<file path="config.mk">
export PLATFORM = sky130hd
export DESIGN_NAME = span_adapter
export DESIGN_NICKNAME = d
export VERILOG_FILES = /design/src/rtl/span_pkg.sv /design/src/rtl/span_decode.sv /design/src/rtl/span_lanes.sv /design/src/rtl/span_seq.sv /design/src/rtl/span_adapter.sv
export SDC_FILE = /design/constraint.sdc
export NUM_CORES = 1
export LEC_CHECK = 0
export ABC_CLOCK_PERIOD_IN_PS = 9500
export BUFFER_PORTS_ARGS = -buffer_cell sky130_fd_sc_hd__buf_2
export CORE_AREA = 2 2 95 188
export DETAILED_ROUTE_END_ITERATION = 6
export DIE_AREA = 0 0 97 190
export HOLD_SLACK_MARGIN = 0.06
export PLACE_DENSITY = 0.67
export SYNTH_ARGS = -nofsm -noshare
export SYNTH_HDL_FRONTEND = slang
export SYNTH_SLANG_ARGS = --single-unit
</file>
<file path="constraint.sdc">
create_clock -name clk -period 9.5 [get_ports clk]
set_input_delay 1.9 -clock clk [delete_from_list [all_inputs] [get_ports clk]]
set_output_delay 1.9 -clock clk [all_outputs]
set_load 0.03 [all_outputs]
</file>
<file path="src/rtl/span_pkg.sv">
// Package: shared state type and small lookup helpers for the width adapter.
// Assumes a 32-bit data path with right-aligned data on both sides.
package span_pkg;

    localparam int unsigned DATA_W = 32;

    typedef enum logic [2:0] {
        ST_IDLE  = 3'd0,
        ST_SPLIT = 3'd1,
        ST_FETCH = 3'd2,
        ST_PUT   = 3'd3,
        ST_DONE  = 3'd4
    } seq_st_t;

    // Width code from group index bits 4:3: 0 empty, 1 byte, 2 half, 3 word.
    function automatic logic [1:0] width_code(input logic [1:0] sel);
        case (sel)
            2'd0:    return 2'd1;
            2'd1:    return 2'd2;
            2'd2:    return 2'd3;
            default: return 2'd0;
        endcase
    endfunction

    // Address mask covering the bytes inside a unit of 2**lg bytes.
    function automatic logic [1:0] low_mask(input logic [1:0] lg);
        case (lg)
            2'd0:    return 2'd0;
            2'd1:    return 2'd1;
            default: return 2'd3;
        endcase
    endfunction

    // Data mask for a right-aligned unit of 2**lg bytes.
    function automatic logic [DATA_W-1:0] data_mask(input logic [1:0] lg);
        case (lg)
            2'd0:    return 32'h0000_00FF;
            2'd1:    return 32'h0000_FFFF;
            default: return 32'hFFFF_FFFF;
        endcase
    endfunction

endpackage

</file>
<file path="src/rtl/span_decode.sv">
// Module: span_decode
// Classifies a processor access: range check, native width lookup, aligned
// base address, lane offset and split count. Purely combinational.
// Assumes SPAN_W >= 7 so that the width-map select bits exist.
module span_decode
    import span_pkg::*;
#(
    parameter int ADDR_W = 12,
    parameter int SPAN_W = 10,
    parameter int LIMIT  = 512
) (
    input  logic [ADDR_W-1:0] cpu_addr,
    input  logic [1:0]        cpu_size,
    output logic              dec_err,
    output logic [1:0]        dec_cs,
    output logic [1:0]        dec_ns,
    output logic              dec_narrow,
    output logic [SPAN_W-1:0] dec_base,
    output logic [1:0]        dec_off,
    output logic [1:0]        dec_last
);
    localparam logic [SPAN_W:0] LIM = LIMIT[SPAN_W:0];
    localparam int PADW = SPAN_W - 2;

    logic [SPAN_W-1:0] off, aligned, cs_mask, ns_mask;
    logic [1:0]        wcode;
    logic [1:0]        ratio;

    // Decode offset, sizes and the sub-access plan for the incoming access.
    always_comb begin
        off     = cpu_addr[SPAN_W-1:0];
        dec_cs  = (cpu_size == 2'd3) ? 2'd2 : cpu_size;
        cs_mask = {{PADW{1'b0}}, low_mask(dec_cs)};
        aligned = off & ~cs_mask;
        wcode   = width_code(off[6:5]);
        dec_err = ({1'b0, off} >= LIM) || (wcode == 2'd0);
        dec_ns  = (wcode == 2'd0) ? 2'd0 : (wcode - 2'd1);
        ns_mask = {{PADW{1'b0}}, low_mask(dec_ns)};
        dec_narrow = (dec_cs < dec_ns);
        dec_base   = dec_narrow ? (off & ~ns_mask) : aligned;
        dec_off    = dec_narrow ? (aligned[1:0] & ns_mask[1:0]) : 2'd0;
        ratio      = dec_cs - dec_ns;
        if (dec_narrow) begin
            dec_last = 2'd0;
        end else begin
            case (ratio)
                2'd0:    dec_last = 2'd0;
                2'd1:    dec_last = 2'd1;
                default: dec_last = 2'd3;
            endcase
        end
    end

endmodule

</file>
<file path="src/rtl/span_lanes.sv">
// Module: span_lanes
// Big-endian lane selector and merger for a narrow access inside a wider
// native unit. Lane 0 is the most significant byte of the unit.
// Assumes cs < ns whenever its outputs are used.
module span_lanes
    import span_pkg::*;
(
    input  logic [DATA_W-1:0] nat_data,
    input  logic [DATA_W-1:0] cpu_data,
    input  logic [1:0]        lane_off,
    input  logic [1:0]        cs,
    input  logic [1:0]        ns,
    output logic [DATA_W-1:0] pick,
    output logic [DATA_W-1:0] merged
);
    logic [2:0]        nb, cb, pos;
    logic [5:0]        sh;
    logic [DATA_W-1:0] m;

    // Compute the bit position of the addressed lanes, then select or replace them.
    always_comb begin
        nb     = 3'd1 << ns;
        cb     = 3'd1 << cs;
        pos    = nb - {1'b0, lane_off} - cb;
        sh     = {pos, 3'b000};
        m      = data_mask(cs) << sh;
        pick   = (nat_data >> sh) & data_mask(cs);
        merged = (nat_data & ~m) | ((cpu_data & data_mask(cs)) << sh);
    end

endmodule

</file>
<file path="src/rtl/span_seq.sv">
// Module: span_seq
// Sequencer that issues the native sub-accesses of one processor access:
// a run of split accesses, or a fetch followed by an optional write back.
// Assumes the register file returns read data in the request cycle and
// that cpu_req stays high until cpu_ready.
module span_seq
    import span_pkg::*;
#(
    parameter int SPAN_W = 10
) (
    input  logic              clk,
    input  logic              rst_n,
    input  logic              cpu_req,
    input  logic              cpu_we,
    input  logic [DATA_W-1:0] cpu_wdata,
    input  logic              dec_err,
    input  logic [1:0]        dec_cs,
    input  logic [1:0]        dec_ns,
    input  logic              dec_narrow,
    input  logic [SPAN_W-1:0] dec_base,
    input  logic [1:0]        dec_off,
    input  logic [1:0]        dec_last,
    input  logic [DATA_W-1:0] reg_rdata,
    input  logic [DATA_W-1:0] lane_pick,
    input  logic [DATA_W-1:0] lane_merged,
    output logic [1:0]        lane_off_q,
    output logic [1:0]        cs_q,
    output logic [1:0]        ns_q,
    output logic [DATA_W-1:0] wdata_q,
    output logic              reg_req,
    output logic              reg_we,
    output logic [1:0]        reg_size,
    output logic [SPAN_W-1:0] reg_addr,
    output logic [DATA_W-1:0] reg_wdata,
    output logic              cpu_ready,
    output logic              cpu_err,
    output logic [DATA_W-1:0] cpu_rdata
);
    localparam int PADW = SPAN_W - 2;

    seq_st_t           st;
    logic              we_q, err_q;
    logic [SPAN_W-1:0] base_q;
    logic [1:0]        idx_q, last_q, diff;
    logic [DATA_W-1:0] acc_q, rdata_q, nat, acc_next;
    logic [5:0]        piece_sh;

    // Accumulate split read data and pick the write piece for the current step.
    always_comb begin
        nat = reg_rdata & data_mask(ns_q);
        case (ns_q)
            2'd0:    acc_next = {acc_q[23:0], nat[7:0]};
            2'd1:    acc_next = {acc_q[15:0], nat[15:0]};
            default: acc_next = nat;
        endcase
        diff = last_q - idx_q;
        case (ns_q)
            2'd0:    piece_sh = {1'b0, diff, 3'b000};
            2'd1:    piece_sh = {diff, 4'b0000};
            default: piece_sh = 6'd0;
        endcase
    end

    // Drive the register-side sub-access for the current state.
    always_comb begin
        reg_req   = (st == ST_SPLIT) || (st == ST_FETCH) || (st == ST_PUT);
        reg_we    = ((st == ST_SPLIT) && we_q) || (st == ST_PUT);
        reg_size  = ns_q;
        reg_addr  = base_q;
        reg_wdata = '0;
        if (st == ST_SPLIT) begin
            reg_addr  = base_q + ({{PADW{1'b0}}, idx_q} << ns_q);
            reg_wdata = (wdata_q >> piece_sh) & data_mask(ns_q);
        end else if (st == ST_PUT) begin
            reg_wdata = acc_q;
        end
    end

    // Step the access through accept, sub-accesses and the completion pulse.
    always_ff @(posedge clk) begin
        if (!rst_n) begin
            st         <= ST_IDLE;
            we_q       <= 1'b0;
            err_q      <= 1'b0;
            base_q     <= '0;
            idx_q      <= 2'd0;
            last_q     <= 2'd0;
            cs_q       <= 2'd0;
            ns_q       <= 2'd0;
            lane_off_q <= 2'd0;
            wdata_q    <= '0;
            acc_q      <= '0;
            rdata_q    <= '0;
        end else begin
            case (st)
                ST_IDLE: if (cpu_req) begin
                    we_q       <= cpu_we;
                    wdata_q    <= cpu_wdata;
                    cs_q       <= dec_cs;
                    ns_q       <= dec_ns;
                    base_q     <= dec_base;
                    lane_off_q <= dec_off;
                    last_q     <= dec_last;
                    idx_q      <= 2'd0;
                    acc_q      <= '0;
                    rdata_q    <= '0;
                    err_q      <= dec_err;
                    if (dec_err)         st <= ST_DONE;
                    else if (dec_narrow) st <= ST_FETCH;
                    else                 st <= ST_SPLIT;
                end
                ST_SPLIT: begin
                    acc_q <= acc_next;
                    if (idx_q == last_q) begin
                        rdata_q <= we_q ? '0 : acc_next;
                        st      <= ST_DONE;
                    end else begin
                        idx_q <= idx_q + 2'd1;
                    end
                end
                ST_FETCH: begin
                    if (we_q) begin
                        acc_q <= lane_merged;
                        st    <= ST_PUT;
                    end else begin
                        rdata_q <= lane_pick;
                        st      <= ST_DONE;
                    end
                end
                ST_PUT:  st <= ST_DONE;
                default: st <= ST_IDLE;
            endcase
        end
    end

    assign cpu_ready = (st == ST_DONE);
    assign cpu_err   = err_q;
    assign cpu_rdata = rdata_q;

    // completion is a single-cycle pulse.
    assert_ready_pulse_R10: assert property (@(posedge clk) disable iff (!rst_n)
        cpu_ready |=> !cpu_ready);

    // an error completion follows no register-side access.
    assert_err_no_access_R2: assert property (@(posedge clk) disable iff (!rst_n)
        (cpu_ready && cpu_err) |-> !$past(reg_req));

    // an error completion returns zero data.
    assert_err_zero_data_R2: assert property (@(posedge clk) disable iff (!rst_n)
        (cpu_ready && cpu_err) |-> (cpu_rdata == '0));

    // a write-back is always preceded by a read of the same unit.
    assert_rmw_read_first_R9: assert property (@(posedge clk) disable iff (!rst_n)
        (reg_req && reg_we && $past(reg_req) && !$past(reg_we) && (st == ST_PUT))
            |-> ($past(reg_addr) == reg_addr));

endmodule

</file>
<file path="src/rtl/span_adapter.sv">
// Module: span_adapter (top)
// Adapts byte, halfword and word processor accesses to registers of mixed
// native width, splitting or merging in big-endian order.
// Assumes a register file with same-cycle read data and a requester that
// holds cpu_req and its fields until cpu_ready.
module span_adapter
    import span_pkg::*;
#(
    parameter int ADDR_W = 12,
    parameter int SPAN_W = 10,
    parameter int LIMIT  = 512
) (
    input  logic              clk,
    input  logic              rst_n,
    input  logic              cpu_req,
    input  logic              cpu_we,
    input  logic [1:0]        cpu_size,
    input  logic [ADDR_W-1:0] cpu_addr,
    input  logic [31:0]       cpu_wdata,
    output logic              cpu_ready,
    output logic              cpu_err,
    output logic [31:0]       cpu_rdata,
    output logic              reg_req,
    output logic              reg_we,
    output logic [1:0]        reg_size,
    output logic [SPAN_W-1:0] reg_addr,
    output logic [31:0]       reg_wdata,
    input  logic [31:0]       reg_rdata
);
    logic              dec_err, dec_narrow;
    logic [1:0]        dec_cs, dec_ns, dec_off, dec_last;
    logic [SPAN_W-1:0] dec_base;
    logic [1:0]        lane_off_q, cs_q, ns_q;
    logic [DATA_W-1:0] wdata_q, lane_pick, lane_merged;

    span_decode #(.ADDR_W(ADDR_W), .SPAN_W(SPAN_W), .LIMIT(LIMIT)) decode_i (
        .cpu_addr   (cpu_addr),
        .cpu_size   (cpu_size),
        .dec_err    (dec_err),
        .dec_cs     (dec_cs),
        .dec_ns     (dec_ns),
        .dec_narrow (dec_narrow),
        .dec_base   (dec_base),
        .dec_off    (dec_off),
        .dec_last   (dec_last)
    );

    span_lanes lanes_i (
        .nat_data (reg_rdata),
        .cpu_data (wdata_q),
        .lane_off (lane_off_q),
        .cs       (cs_q),
        .ns       (ns_q),
        .pick     (lane_pick),
        .merged   (lane_merged)
    );

    span_seq #(.SPAN_W(SPAN_W)) seq_i (
        .clk         (clk),
        .rst_n       (rst_n),
        .cpu_req     (cpu_req),
        .cpu_we      (cpu_we),
        .cpu_wdata   (cpu_wdata),
        .dec_err     (dec_err),
        .dec_cs      (dec_cs),
        .dec_ns      (dec_ns),
        .dec_narrow  (dec_narrow),
        .dec_base    (dec_base),
        .dec_off     (dec_off),
        .dec_last    (dec_last),
        .reg_rdata   (reg_rdata),
        .lane_pick   (lane_pick),
        .lane_merged (lane_merged),
        .lane_off_q  (lane_off_q),
        .cs_q        (cs_q),
        .ns_q        (ns_q),
        .wdata_q     (wdata_q),
        .reg_req     (reg_req),
        .reg_we      (reg_we),
        .reg_size    (reg_size),
        .reg_addr    (reg_addr),
        .reg_wdata   (reg_wdata),
        .cpu_ready   (cpu_ready),
        .cpu_err     (cpu_err),
        .cpu_rdata   (cpu_rdata)
    );

    localparam logic [SPAN_W:0] LIM = LIMIT[SPAN_W:0];

    // no sub-access ever leaves the implemented window.
    assert_addr_in_window_R1: assert property (@(posedge clk) disable iff (!rst_n)
        reg_req |-> ({1'b0, reg_addr} < LIM));

    // every sub-access carries the native width of its group.
    assert_native_size_R2: assert property (@(posedge clk) disable iff (!rst_n)
        reg_req |-> (({1'b0, reg_size} + 3'd1) == {1'b0, width_code(reg_addr[6:5])}));

    // sub-accesses are aligned to their own size.
    assert_native_align_R3: assert property (@(posedge clk) disable iff (!rst_n)
        reg_req |-> ((reg_addr[1:0] & low_mask(reg_size)) == 2'd0));

    // a good completion comes right after the final sub-access.
    assert_ready_after_access_R10: assert property (@(posedge clk) disable iff (!rst_n)
        (cpu_ready && !cpu_err) |-> $past(reg_req));

endmodule

</file>
==> impl_metrics.tcl <==
set metrics [dict create \
    finalHoldViolCount 0 \
    rsz0062_at_grt "no" \
    post-route-drc-count 0 \
    grt_use_met3 0.0492 \
    dr.first_iter.drc_count 770 \
    rows 68 \
    drtAntennaViolNets 0 \
    area_growth_pct 18.8 \
    dieArea_um2 18400 \
    synth_top_area_cell "dfxtp_1" \
    io_buffers 159 \
    synth_fp_nets 999 \
    n_antenna_cell 0 \
    tightest_slew_ns 1.30 \
    crit_slowest_cell "nor3_4" \
    clock_skew_ns 0.00807 \
    place_congestion 0.951 \
    worstPathMaxFanout 51 \
    clk_pin_slew_worst_paths_ns 0.06 \
    p_leak_nw 3.72 \
    num_io_pins 162 \
    ir_worst_vdd_uv 119 \
    wl_per_cell_um 22.4 \
    first_global_vias 7573 \
    antenna_found_initial 0 \
    max-cap-violations 0 \
    start_util 0.439 \
    via_per_inst 6.42 \
    nets 1112 \
    report.final.slew_viol_count 0 \
    ys_seq_area_frac 0.323 \
    clk_latency_ns 0.43 \
    path_cells "buf_4 -> nor2b_1 -> inv_1 -> nor2_1 -> nor3_4 -> mux4_1 -> a22o_1 -> buf_2" \
    hold_path_class "flop to flop" \
    layout.cells.non_filler 1238 \
    cts_max_level 4 \
    dp_cells 1206 \
    synth_area_um2 7510 \
    setup_violations 0 \
    regArea_um2 2420 \
    synth_cells 902 \
    setup.worst_path.class "flop to output port" \
    whs_ns 0.458 \
    cts_root_buf "clkbuf_16" \
    reg2reg_from "seq_i.cs_q[1]" \
    multi_input_area_um2 4730 \
    synth.distinct_cells 68 \
    ys_ff_latch 121 \
    wl_um 27700 \
    rr_worst_depth 8 \
    cts_buffers 17 \
    max_slew_margin 0.130 \
    firstDrtPassIters 5 \
    status "finished, final reports clean" \
    ys.flop_type "dfxtp_1" \
    die_h_um 190 \
    cts_tree "yes" \
    clockBufferDepth 2 \
    period_share 0.562 \
    reg2reg_to "seq_i.cpu_rdata[31]" \
    finalPower_mw 1.52 \
    fmax_ghz 0.187 \
    cts-hold-fix-buffers 0 \
    n_fill_cell 1617 \
    synth_top_area_frac 0.323 \
    grt_pass1_wl_um 42300 \
    dp_hpwl_um 19300 \
    place_area_um2 8340 \
    busiest_layer "met2" \
    grt_util_met1 0.358 \
    fin_tns_setup_ns 0 \
    min_path_cells 2 \
    drive_above_1_share 0.230 \
    fin_ws_ns 4.16 \
    final_util 0.522 \
    grt_util_met2 0.476 \
    grt_start_max_net_pins 68 \
    hold_end "seq_i.lane_off_q[0]" \
    final.min_clock_period_ns 5.34 \
    dp_slack_ns 4.63 \
    final_design_area_no_fill_um2 8920 \
    synthArstFlopShare 0 \
    post-cts-setup-buffers 0 \
    crit_required_ns 7.60 \
    synth_edf_count 0 \
    endpoint_kind "output port" \
    start_kind "flop" \
    cp.arrival_ns 3.44 \
    synth_warnings 0 \
    power.density_nw_per_um2 170 \
    grt.overflow.total 0 \
    clock_sinks 121 \
    syn-mean-instance-area_um2 8.32 \
    core_um2 17100 \
    min_from "seq_i.lane_off_q[0]" \
    die_w_um 97 \
    vias 7942 \
    slowest_delay_ns 0.75 \
    r2r_slack_ns 5.68 \
    gr-usage-all-layers 0.291 \
    ys_top_cells_by_area "dfxtp_1, nand2_1, mux2i_1, a221o_1, a21oi_1" \
    cts_resized 0 \
]
==> cell usage after synthesis (all sizes together), types with 9 or more instances <==
cell type	count
a211oi	12
a21oi	78
a221o	54
a22o	17
a22oi	9
buf	21
clkbuf	56
dfxtp	121
ha	11
inv	10
mux2	9
mux2i	58
nand2	161
nand3	12
nand3b	9
nor2	75
o21ai	38
o22ai	13
o2bb2ai	30
==> layout make-up <==
class,instances,area share
Inverter,10,0.00421
Multi-Input combinational cell,694,0.530
Sequential cell,121,0.272
Clock buffer,18,0.0492
Clock inverter,14,0.0158
Tap cell,210,0.0294
Timing Repair Buffer,171,0.0993
==> cell usage in the layout (no fill, tap or decap), types with 3 or more instances in the layout <==
master / count
nor2b_1: 6
a41oi_1: 7
a21o_1: 5
o22ai_1: 13
mux4_1: 6
dfxtp_1: 120
mux2i_1: 58
mux2_2: 9
inv_6: 3
nand2_1: 161
o2bb2ai_1: 30
a31oi_1: 3
inv_1: 10
or3_1: 3
a21oi_1: 77
nor4_2: 3
o21ai_0: 37
nor3b_1: 4
a22oi_1: 9
clkbuf_16: 17
clkinv_4: 8
fa_1: 3
nor2_1: 73
a22o_1: 17
nand3_1: 12
xor2_1: 4
nor3_1: 6
xnor2_1: 6
a221o_1: 54
nand3b_1: 9
buf_2: 159
and2_1: 5
buf_4: 12
a32o_1: 8
a211oi_1: 12
ha_1: 11
==> power breakdown <==
part	switching [mW]	leakage [nW]	internal, mW	total, mW
registers	0.0372	0.985	0.530	0.568
clock network	0.276	0.278	0.372	0.648
logic	0.195	2.45	0.108	0.303
==> cell families (layout without fill, tap and decap cells) <==
logic type                 after synthesis  after routing  synth area share
buffers and inverters                   87            213            0.0493
and+or+nand+nor                        307            307             0.188
xor gates and xnor gates                12             12            0.0180
muxes                                   75             75             0.118
AOI/OAI and AO/OA                      285            285             0.275
DFF                                    121            121             0.323
adders and majority gates               15             15            0.0290
==> layer usage <==
| metal | vias up | routed length (um) |
|---|---|---|
| li1 | 3574 | - |
| met1 | 3738 | 10300 |
| met2 | 526 | 13200 |
| met3 | 104 | 2620 |
| met4 | 0 | 1650 |
| met5 | - | 0 |
==> registers in the layout, indices dropped and copies added (netlist names) <==
register,flops
seq_i.acc_q,32
seq_i.base_q,10
seq_i.cpu_err,1
seq_i.cpu_rdata,32
seq_i.cs_q,2
seq_i.idx_q,2
seq_i.lane_off_q,2
seq_i.last_q,2
seq_i.ns_q,2
seq_i.st,3
seq_i.wdata_q,32
seq_i.we_q,1
==> critical path: cells and delay by family (launching register included) <==
family | cells | cell delay, ns
buf+inv | 3 | 0.77
compound gates | 1 | 0.24
flops | 1 | 0.33
mux | 1 | 0.64
simple gates | 3 | 1.01
==> worst max-delay path by stage <==
| stage | slack (ns) | startpoint | endpoint | cells past startpoint |
|---|---|---|---|---|
| 4_1_cts | 4.17 | seq_i.ns_q[1] | reg_wdata[2] | 8 |
| 2_1_floorplan | 4.39 | seq_i.ns_q[1] | reg_addr[4] | 10 |
| 6_report | 4.16 | seq_i.ns_q[1] | reg_wdata[2] | 8 |
| 5_1_grt | 3.95 | seq_i.ns_q[1] | reg_wdata[5] | 8 |
| 3_3_place_gp | 4.68 | seq_i.ns_q[1] | reg_wdata[2] | 8 |
| 3_5_place_dp | 4.63 | seq_i.ns_q[1] | reg_wdata[2] | 8 |
Note: power is estimated with default switching activity, not from simulation.
